### config.mk
export PLATFORM = sky130hd
export DESIGN_NAME = spi_rx_fifo
export DESIGN_NICKNAME = d
export VERILOG_FILES = /design/src/rtl/rxf_pkg.sv /design/src/rtl/rxf_ptr.sv /design/src/rtl/rxf_store.sv /design/src/rtl/rxf_flags.sv /design/src/rtl/spi_rx_fifo.sv
export SDC_FILE = /design/constraint.sdc
export NUM_CORES = 1
export LEC_CHECK = 0
export BUFFER_PORTS_ARGS = -buffer_cell sky130_fd_sc_hd__buf_2
export CELL_PAD_IN_SITES_DETAIL_PLACEMENT = 2
export CELL_PAD_IN_SITES_GLOBAL_PLACEMENT = 2
export CORE_MARGIN = 3
export CORE_UTILIZATION = 45
export DETAILED_ROUTE_END_ITERATION = 10
export GPL_TIMING_DRIVEN = 0
export PLACE_DENSITY = 0.92
export SLEW_MARGIN = 20
export SYNTH_ARGS = -nofsm -noshare
export SYNTH_HDL_FRONTEND = slang
export SYNTH_SLANG_ARGS = --single-unit
### constraint.sdc
create_clock -name clk -period 3 [get_ports clk]
set_input_delay 0.6 -clock clk [delete_from_list [all_inputs] [get_ports clk]]
set_output_delay 0.6 -clock clk [all_outputs]
set_load 0.02 [all_outputs]
### src/rtl/rxf_pkg.sv
package rxf_pkg;
  typedef enum logic {
    RXF_ADDR_DATA = 1'b0,
    RXF_ADDR_STAT = 1'b1
  } rxf_addr_e;

  localparam int RXF_OVR_BIT = 7;
  localparam int RXF_NE_BIT  = 6;
  localparam int RXF_STAT_W  = 8;
endpackage

### src/rtl/rxf_ptr.sv
module rxf_ptr #(
  parameter int DEPTH = 4,
  localparam int AW = (DEPTH > 1) ? $clog2(DEPTH) : 1
) (
  input  logic          clk,
  input  logic          rst_n,
  input  logic          adv,
  output logic [AW-1:0] ptr
);
  localparam logic [AW-1:0] LAST = AW'(DEPTH - 1);

  generate
    if ((DEPTH & (DEPTH - 1)) == 0) begin : g_pow2
      // power-of-two depth: natural binary wrap
      always_ff @(posedge clk or negedge rst_n) begin
        if (!rst_n)   ptr <= '0;
        else if (adv) ptr <= ptr + 1'b1;
      end
    end else begin : g_mod
      // other depths: explicit wrap at the last slot
      always_ff @(posedge clk or negedge rst_n) begin
        if (!rst_n)   ptr <= '0;
        else if (adv) ptr <= (ptr == LAST) ? '0 : ptr + 1'b1;
      end
    end
  endgenerate
endmodule

### src/rtl/rxf_store.sv
module rxf_store #(
  parameter int DW    = 8,
  parameter int DEPTH = 4,
  localparam int AW = (DEPTH > 1) ? $clog2(DEPTH) : 1
) (
  input  logic          clk,
  input  logic          we,
  input  logic [AW-1:0] waddr,
  input  logic [DW-1:0] wdata,
  input  logic [AW-1:0] raddr,
  output logic [DW-1:0] rdata
);
  logic [DW-1:0] mem [DEPTH];

  always_ff @(posedge clk) begin
    if (we) mem[waddr] <= wdata;
  end

  assign rdata = mem[raddr];
endmodule

### src/rtl/rxf_flags.sv
module rxf_flags #(
  parameter int DEPTH = 4,
  localparam int CW = $clog2(DEPTH + 1)
) (
  input  logic          clk,
  input  logic          rst_n,
  input  logic          push_req,
  input  logic          pop_req,
  input  logic          clr_req,
  output logic          push_ok,
  output logic          pop_ok,
  output logic [CW-1:0] occ,
  output logic          ovr
);
  localparam logic [CW-1:0] FULL = CW'(DEPTH);

  logic full;
  logic empty;
  logic ovr_set;

  assign full    = (occ == FULL);
  assign empty   = (occ == '0);
  assign push_ok = push_req && !ovr && !full;
  assign pop_ok  = pop_req && !empty;
  assign ovr_set = push_req && !ovr && full;

  always_ff @(posedge clk or negedge rst_n) begin
    if (!rst_n) begin
      occ <= '0;
    end else begin
      unique case ({push_ok, pop_ok})
        2'b10:   occ <= occ + 1'b1;
        2'b01:   occ <= occ - 1'b1;
        default: occ <= occ;
      endcase
    end
  end

  always_ff @(posedge clk or negedge rst_n) begin
    if (!rst_n)       ovr <= 1'b0;
    else if (ovr_set) ovr <= 1'b1;
    else if (clr_req) ovr <= 1'b0;
  end
endmodule

### src/rtl/spi_rx_fifo.sv
module spi_rx_fifo
  import rxf_pkg::*;
#(
  parameter int DW    = 8,
  parameter int DEPTH = 4
) (
  input  logic          clk,
  input  logic          rst_n,
  input  logic          wr_valid,
  input  logic [DW-1:0] wr_data,
  output logic          wr_ready,
  input  logic          cpu_rd,
  input  logic          cpu_wr,
  input  logic          cpu_addr,
  output logic [DW-1:0] cpu_rdata,
  input  logic          rx_ie,
  output logic          rx_irq
);
  localparam int AW = (DEPTH > 1) ? $clog2(DEPTH) : 1;
  localparam int CW = $clog2(DEPTH + 1);
  localparam logic [CW-1:0] FULL = CW'(DEPTH);

  logic          at_data;
  logic          at_stat;
  logic          pop_req;
  logic          clr_req;
  logic          push_ok;
  logic          pop_ok;
  logic [CW-1:0] occ;
  logic          ovr;
  logic          not_empty;
  logic [AW-1:0] wptr;
  logic [AW-1:0] rptr;
  logic [DW-1:0] head;
  logic [DW-1:0] last_q;
  logic [RXF_STAT_W-1:0] stat;

  assign at_data = (cpu_addr == RXF_ADDR_DATA);
  assign at_stat = (cpu_addr == RXF_ADDR_STAT);
  assign pop_req = cpu_rd && at_data;
  assign clr_req = cpu_wr && at_stat;

  rxf_flags #(.DEPTH(DEPTH)) u_flags (
    .clk      (clk),
    .rst_n    (rst_n),
    .push_req (wr_valid),
    .pop_req  (pop_req),
    .clr_req  (clr_req),
    .push_ok  (push_ok),
    .pop_ok   (pop_ok),
    .occ      (occ),
    .ovr      (ovr)
  );

  rxf_ptr #(.DEPTH(DEPTH)) u_wptr (
    .clk   (clk),
    .rst_n (rst_n),
    .adv   (push_ok),
    .ptr   (wptr)
  );

  rxf_ptr #(.DEPTH(DEPTH)) u_rptr (
    .clk   (clk),
    .rst_n (rst_n),
    .adv   (pop_ok),
    .ptr   (rptr)
  );

  rxf_store #(.DW(DW), .DEPTH(DEPTH)) u_store (
    .clk   (clk),
    .we    (push_ok),
    .waddr (wptr),
    .wdata (wr_data),
    .raddr (rptr),
    .rdata (head)
  );

  // byte most recently removed, returned on an empty read
  always_ff @(posedge clk or negedge rst_n) begin
    if (!rst_n)      last_q <= '0;
    else if (pop_ok) last_q <= head;
  end

  assign not_empty = (occ != '0);
  assign wr_ready  = !ovr && (occ != FULL);
  assign rx_irq    = rx_ie && (ovr || not_empty);

  always_comb begin
    stat              = '0;
    stat[RXF_OVR_BIT] = ovr;
    stat[RXF_NE_BIT]  = not_empty;
  end

  always_comb begin
    cpu_rdata = '0;
    if (at_stat)        cpu_rdata[RXF_STAT_W-1:0] = stat;
    else if (not_empty) cpu_rdata = head;
    else                cpu_rdata = last_q;
  end
endmodule

== After elaboration in Yosys (flattened, before gate mapping) ==
Memory sizes are Yosys's and may differ from the RTL's.
Index checks and enable logic that the tools add are counted.
Operators by class
  add/subtract/negate cells: 4
  $mul: 0
  div/mod/pow operators: 0
  magnitude comparators: 0
  eq/ne operators: 4
  shift-type cells: 0
  multiplexer cells: 7
  bitwise operators: 1
  reductions and logical operators: 16
Operators with widths (count)
  2-to-1 mux 8 bit: 2
  logical AND 1 bit: 8
  case mux 3 bit (2 select lines): 1
  adder 2 x 1 -> 2 bit, second input constant: 2
  2-to-1 mux 1 bit: 4
  nonzero test 2 bit: 2
  adder 3 x 1 -> 3 bit, second input constant: 1
  equality test 3 bit, second input constant: 1
  logical NOT 1 bit: 3
  logical NOT 3 bit: 1
  inequality test 3 bit, second input constant: 1
  nonzero test 3 bit: 1
  subtractor 3 x 1 -> 3 bit, second input constant: 1
  equality test 2 x 1 -> 1 bit, second input constant: 1
  equality test 2 bit, second input constant: 1
  logical OR 1 bit: 1
  NOT 1 bit: 1
Word-level totals
  flip-flop bits (word level): 16
  latch bits: 0
  bits in writable memories: 32
  ROM bits: 0
  output and inout port bits: 10
  word-level logic and storage cells: 38
  memories: 1
Memories
  u_store.mem: words 4, bits a word 8, read ports 1, clocked after memory_dff 0, wr ports 1, RTL line rxf_store.sv:13  | logic [DW-1:0] mem [DEPTH];

== Longest topological paths before layout ==
  word-level depth: 5
  gate-level depth with buffers: 9

== Modules after synthesis ==
From an unflattened synthesis, not the netlist that was laid out.
Unflattened totals
  cells, all modules: 129
  area, all modules: 2092.0 µm²
By module, submodules not included
  rxf_store: instances 1, cells an instance 46, area an instance 1188.6 µm², sequential area each 960.9 µm²
  spi_rx_fifo: instances 1, cells an instance 51, area an instance 536.8 µm², sequential area each 200.2 µm²
  rxf_flags: instances 1, cells an instance 22, area an instance 224.0 µm², sequential area each 100.1 µm²
  rxf_ptr: instances 2, cells an instance 5, area an instance 71.3 µm², sequential area each 50.0 µm²

== Least setup slack after synthesis ==
OpenSTA, ideal clock, no wires.
  kind: in2reg
  from: input cpu_addr
  to: register u_flags.occ[2]
  arrival time: 1930 ps
  required time: 2921 ps
  path slack: 990 ps
  cell stages on the path: 8
  path buffers: 1
  cell sequence: nor3b_2 > buf_6 > ha_1 > inv_1 > fa_1 > xor2_1 > nor2_1 > xor2_1
On the way
  longest elaborated chain between the ends: 5
  elaborated cells between the ends (all ways): 7
  those cells by class: eq/ne (2); mux (1); bitwise (1); reduce/logical (3)
Ends and longest elaborated chain
  start: declaration: RTL line spi_rx_fifo.sv:14  | input logic cpu_addr,
  NOT 1 bit (*): RTL line spi_rx_fifo.sv:38  | assign at_data = (cpu_addr == RXF_ADDR_DATA);
  logical AND 1 bit (*): RTL line spi_rx_fifo.sv:40  | assign pop_req = cpu_rd && at_data;
  logical AND 1 bit (*): RTL line rxf_flags.sv:24  | assign pop_ok = pop_req && !empty;
  named net pop_ok: RTL line spi_rx_fifo.sv:28  | logic pop_ok;
  equality test 2 x 1 -> 1 bit or equality test 2 bit (tied branches): RTL line rxf_flags.sv:31  | unique case ({push_ok, pop_ok})
  case mux 3 bit (2 select lines) or nonzero test 2 bit (tied branches)
  end signal: assignment: RTL line rxf_flags.sv:32  | 2'b10: occ <= occ + 1'b1;
  end signal: assignment: RTL line rxf_flags.sv:33  | 2'b01: occ <= occ - 1'b1;
  end: declaration: RTL line rxf_flags.sv:12  | output logic [CW-1:0] occ,
Mark *: on every way through the listed nets, which the timed path passes. The rest lies on a longest branch.
A chain may end at the register's enable or synchronous reset.

== Final worst setup path ==
  from: register u_rptr.ptr[1]
  to: output cpu_rdata[6]
On the way
  longest elaborated chain between the ends: 3
Ends and longest elaborated chain
  start: declaration: RTL line rxf_ptr.sv:8  | output logic [AW-1:0] ptr
  start signal: assignment: RTL line rxf_ptr.sv:17  | else if (adv) ptr <= ptr + 1'b1;
  memory (4 x 8 bit)
  2-to-1 mux 8 bit: RTL line spi_rx_fifo.sv:97  | else if (not_empty) cpu_rdata = head;
  2-to-1 mux 8 bit: RTL line spi_rx_fifo.sv:96  | if (at_stat) cpu_rdata[RXF_STAT_W-1:0] = stat;
  end: declaration: RTL line spi_rx_fifo.sv:15  | output logic [DW-1:0] cpu_rdata,
Every way passes these cells.

==> flow_summary.html <==
<table>
<tr><th>Metric</th><th>Value</th></tr>
<tr><th colspan="2">Synth</th></tr>
<tr><td>EDFF count, synth</td><td>32</td></tr>
<tr><td>Top_reg_cell synth</td><td>edfxtp_1</td></tr>
<tr><td>Syn Nets</td><td>151</td></tr>
<tr><td>Number of distinct standard cells referenced by the synthesized netlist</td><td>29</td></tr>
<tr><td>Sequential-to-total area share from yosys stat</td><td>64.53%</td></tr>
<tr><td>Cell types with the largest area share after synthesis</td><td>edfxtp_1, dfrtp_1, mux4_2</td></tr>
<tr><td>Fraction of registers with async set/reset</td><td>33.33%</td></tr>
<tr><td>Portion of synthesized cell area occupied by the leading cell type</td><td>45.55%</td></tr>
<tr><td>Warnings, synthesis</td><td>0</td></tr>
<tr><td>Synth area leader</td><td>edfxtp_1</td></tr>
<tr><td>Count of mapped cells out of synthesis</td><td>130</td></tr>
<tr><td>Post-Synthesis Cell Area</td><td>2110 um2</td></tr>
<tr><td>Flip-flop and latch count after synthesis</td><td>48</td></tr>
<tr><td>Average size of a mapped cell</td><td>16.23 um2</td></tr>
<tr><th colspan="2">Die</th></tr>
<tr><td>I/O pin count</td><td>25</td></tr>
<tr><td>Standard-cell row count</td><td>24</td></tr>
<tr><td>Chip Width</td><td>74.47 um</td></tr>
<tr><td>Area of the die</td><td>5545 um2</td></tr>
<tr><td>Chip height</td><td>74.47 um</td></tr>
<tr><td>Area inside the core boundary</td><td>4444 um2</td></tr>
<tr><td>Starting utilization of the core area</td><td>47.47%</td></tr>
<tr><th colspan="2">Place</th></tr>
<tr><td>Port buffer count</td><td>24</td></tr>
<tr><td>Weighted congestion reported at the end of routability-driven placement</td><td>0.7798</td></tr>
<tr><td>Placed wire-length estimate</td><td>3156 um</td></tr>
<tr><th colspan="2">Detailed routing</th></tr>
<tr><td>Met1 wire length</td><td>1903 um</td></tr>
<tr><td>Met2 Routed Length</td><td>2195 um</td></tr>
<tr><td>Highest metal layer with signal wires</td><td>met4</td></tr>
<tr><td>Met3 WL</td><td>134 um</td></tr>
<tr><td>Antenna-violating nets left</td><td>0</td></tr>
<tr><td>Iteration-0 DRC count of the detailed router</td><td>33</td></tr>
<tr><td>Vias post-DR</td><td>1169</td></tr>
<tr><td>Routed length per placed instance</td><td>20.03 um</td></tr>
<tr><td>DRC errors left</td><td>0</td></tr>
<tr><td>Number of iterations in the first detailed-routing pass</td><td>3</td></tr>
<tr><td>Vias per Instance</td><td>5.463</td></tr>
<tr><td>Wire length after detailed routing</td><td>4287 um</td></tr>
<tr><th colspan="2">Pwr</th></tr>
<tr><td>Cell-internal power</td><td>0.001525 W</td></tr>
<tr><td>Share of total power in combinational logic</td><td>40.5%</td></tr>
<tr><td>Clock group share of total power</td><td>15.5%</td></tr>
<tr><td>Sequential power share</td><td>44.1%</td></tr>
<tr><td>Total power density per cell area</td><td>1005 nW/um2</td></tr>
<tr><td>Static leakage power</td><td>0.9489 nW</td></tr>
<tr><td>Max VDD drop</td><td>0.0004205 V</td></tr>
<tr><td>Net switching power figure</td><td>0.0008662 W</td></tr>
<tr><td>Total power after layout</td><td>0.002391 W</td></tr>
<tr><td>Sw Ratio</td><td>36.22%</td></tr>
<tr><th colspan="2">Critical path</th></tr>
<tr><td>Critical Path AT</td><td>1.98 ns</td></tr>
<tr><td>Cell family with most CP delay</td><td>buffers and inverters</td></tr>
<tr><td>Required time of the worst setup path</td><td>2.40 ns</td></tr>
<tr><td>Type of element capturing the critical path</td><td>output port</td></tr>
<tr><td>Crit Path Category</td><td>reg -&gt; out</td></tr>
<tr><td>Stage delay of the slowest cell on the critical path</td><td>0.47 ns</td></tr>
<tr><td>Crit path max-delay cell type</td><td>clkbuf_1</td></tr>
<tr><td>Largest fanout on the critical path</td><td>9</td></tr>
<tr><td>Setup crit start kind</td><td>flop</td></tr>
<tr><td>Crit path cell chain</td><td>clkbuf_1 &gt; mux4_2 &gt; nor3_1 &gt; a21oi_1 &gt; buf_2</td></tr>
<tr><td>Buffers and inverters on the worst path</td><td>2</td></tr>
<tr><th colspan="2">Timing</th></tr>
<tr><td>Peak Freq</td><td>0.3869 GHz</td></tr>
<tr><td>Endpoints failing hold</td><td>0</td></tr>
<tr><td>Total Neg Setup Slack</td><td>0 ns</td></tr>
<tr><td>Number of max-slew violations in the final report</td><td>0</td></tr>
<tr><td># setup viols final</td><td>0</td></tr>
<tr><td>Unrepaired setup endpoints after global routing</td><td>no</td></tr>
<tr><td>Share of the clock period used by the worst path after layout</td><td>86.16%</td></tr>
<tr><td>Final Skew</td><td>0.01237 ns</td></tr>
<tr><td>Slew @ Worst Pin</td><td>0.6051 ns</td></tr>
<tr><td>Shortest period the worst path allows</td><td>2.585 ns</td></tr>
<tr><td>Max transition margin</td><td>59.66%</td></tr>
<tr><th colspan="2">Outcome</th></tr>
<tr><td>Outcome</td><td>complete, no violations</td></tr>
<tr><th colspan="2">Clock tree</th></tr>
<tr><td>Number of gates resized after CTS</td><td>0</td></tr>
<tr><td>Number of buffers between clock root and the deepest sink</td><td>2</td></tr>
<tr><td>Number of setup buffers added after CTS</td><td>0</td></tr>
<tr><td>CTS Sinks</td><td>48</td></tr>
<tr><td>Clock tree from TritonCTS</td><td>built</td></tr>
<tr><td>Hold buffers post-CTS</td><td>0</td></tr>
<tr><td>Root buffer cell</td><td>clkbuf_8</td></tr>
<tr><td>Clock edge transition at the registers on the reported setup and hold paths</td><td>0.09 ns</td></tr>
<tr><td>Worst skew pair latency</td><td>0.30 ns</td></tr>
<tr><td># H-tree levels</td><td>2</td></tr>
<tr><td>CTS buffer count</td><td>5</td></tr>
<tr><th colspan="2">Global route</th></tr>
<tr><td>Overall Global Routing Usage</td><td>17.27%</td></tr>
<tr><td>Remaining Overflow, GRT</td><td>0</td></tr>
<tr><td>Number of global-route vias before repair</td><td>1349</td></tr>
<tr><td>Maximum number of pins on one net before global-route repair</td><td>17</td></tr>
<tr><td>Global-route wire length before repair</td><td>6831 um</td></tr>
<tr><td>Number of antenna violations at the first check in global routing</td><td>0</td></tr>
<tr><th colspan="2">Worst hold path</th></tr>
<tr><td>Type of the worst min-delay path</td><td>in -&gt; async</td></tr>
<tr><th colspan="2">Final layout</th></tr>
<tr><td>Filler cell count in the final layout</td><td>416</td></tr>
<tr><td>Net count reported at finish</td><td>182</td></tr>
<tr><td>Inserted Diodes</td><td>0</td></tr>
<tr><td>Fraction of layout cells with a size suffix above 1</td><td>33.33%</td></tr>
<tr><td>Layout overhead on the synthesized area</td><td>12.81%</td></tr>
<tr><th colspan="2">Run</th></tr>
<tr><td>Max capacitance violation total</td><td>0</td></tr>
</table>
-- cell usage in the layout (no fill, tap or decap) --
cell        Yosys  layout
and2_1          4       4
a211oi_4        1       1
mux2_2          1       1
nand2b_1        1       1
a21oi_1        10      10
nand2_1        13      13
fa_1            1       1
nor2b_1         1       1
buf_2           1      25
clkinvlp_4      0       1
edfxtp_1       32      32
mux4_2          8       8
or3_1           1       1
clkbuf_8        0       5
o21a_1          1       1
buf_4           1       1
nor3b_2         1       1
nor2_1          3       3
xnor2_1         2       2
clkinv_2        0       1
mux2_4          8       8
buf_6           1       1
nor3_1          1       1
xor2_1          4       4
and4b_1         1       1
dfrtp_1        16      16
inv_1           7       7
a311oi_1        1       1
ha_1            5       5
mux2i_1         1       1
clkbuf_1        2       3
nor3_4          1       1
-- worst paths after layout --
kind / from / end / slack, ns / depth (start not counted)
setup / recovery: u_rptr.ptr[1] / cpu_rdata[6] / 0.42 / 5
hold / removal: rst_n / last_q[7] / 0.21 / 1
setup reg to reg: u_flags.occ[2] / u_flags.occ[2] / 0.79 / 9
hold reg to reg: last_q[1] / last_q[1] / 0.52 / 1
max in group asynchronous: rst_n / u_wptr.ptr[1] / 2.51 / 1
min in group clk: cpu_wr / u_flags.ovr / 0.51 / 2
-- power groups by stage --
stage / clock network (W) / registers (W) / logic [W]
4_1_cts: 0.000383 / 0.00106 / 0.000993
2_1_floorplan: 0 / 0.00103 / 0.000722
3_5_place_dp: 0 / 0.00107 / 0.000987
3_3_place_gp: 0 / 0.00104 / 0.000912
6_report: 0.000370 / 0.00105 / 0.000968
5_1_grt: 0.000407 / 0.00108 / 0.00107
-- flip-flops by register name (all words and copies together), names as in the netlist --
register and count:
u_store.mem 32, u_wptr.ptr 2, last_q 8, u_flags.ovr 1, u_rptr.ptr 2, u_flags.occ 3
-- cell families (layout without fill, tap and decap cells) --
kind of cell / count (synthesis) / in the layout / share of synthesized area, %
flops: 48 / 48 / 64.53
xor+xnor: 6 / 6 / 2.491
fa+ha+maj: 6 / 6 / 3.915
buf+inv: 12 / 44 / 2.729
mux: 18 / 18 / 15.24
compound gates: 13 / 13 / 4.093
simple gates: 27 / 27 / 6.999
-- metal layers --
| metal | global-route usage (%) | vias up |
|---|---|---|
| met2 | 30.05 | 27 |
| met1 | 21.16 | 601 |
| met5 | 0 | - |
| met4 | 5.336 | 0 |
| li1 | - | 534 |
| met3 | 4.324 | 7 |
-- cell type report --
type                    count  area (um2)  area share (%)
clock buffers               6       72.57           3.049
plain buffers               5       31.28           1.314
multi-input cells          70       690.7           29.02
repair buffers             24       120.1           5.047
inverters                   7       26.28           1.104
flip-flops and latches     48        1361           57.20
clock inverters             2       12.51          0.5258
well taps                  52       65.06           2.734
-- stage by stage --
| step | instance area (um2) | hold WS [ns] | worst slack, ns | util, % | cells |
|---|---|---|---|---|---|
| floorplan | 2110 | 0.3044 | 0.9902 | - | 130 |
| global placement | 2295 | 0.4965 | 0.7972 | 51.63 | 206 |
| detailed placement | 2295 | 0.4996 | 0.6714 | 51.63 | 206 |
| CTS | 2380 | 0.2143 | 0.3705 | 53.55 | 214 |
| global route | 2380 | 0.2257 | 0.2279 | 53.55 | 214 |
| finish | 2380 | 0.2070 | 0.4152 | 53.55 | 214 |
-- cell usage after synthesis (2+ instances only) --
library cell and n:
a21oi_1 10, mux2_4 8, edfxtp_1 32, and2_1 4
ha_1 5, nand2_1 13, inv_1 7, dfrtp_1 16
xnor2_1 2, xor2_1 4, clkbuf_1 2, nor2_1 3
mux4_2 8
Power figures use the tool's default switching activity.
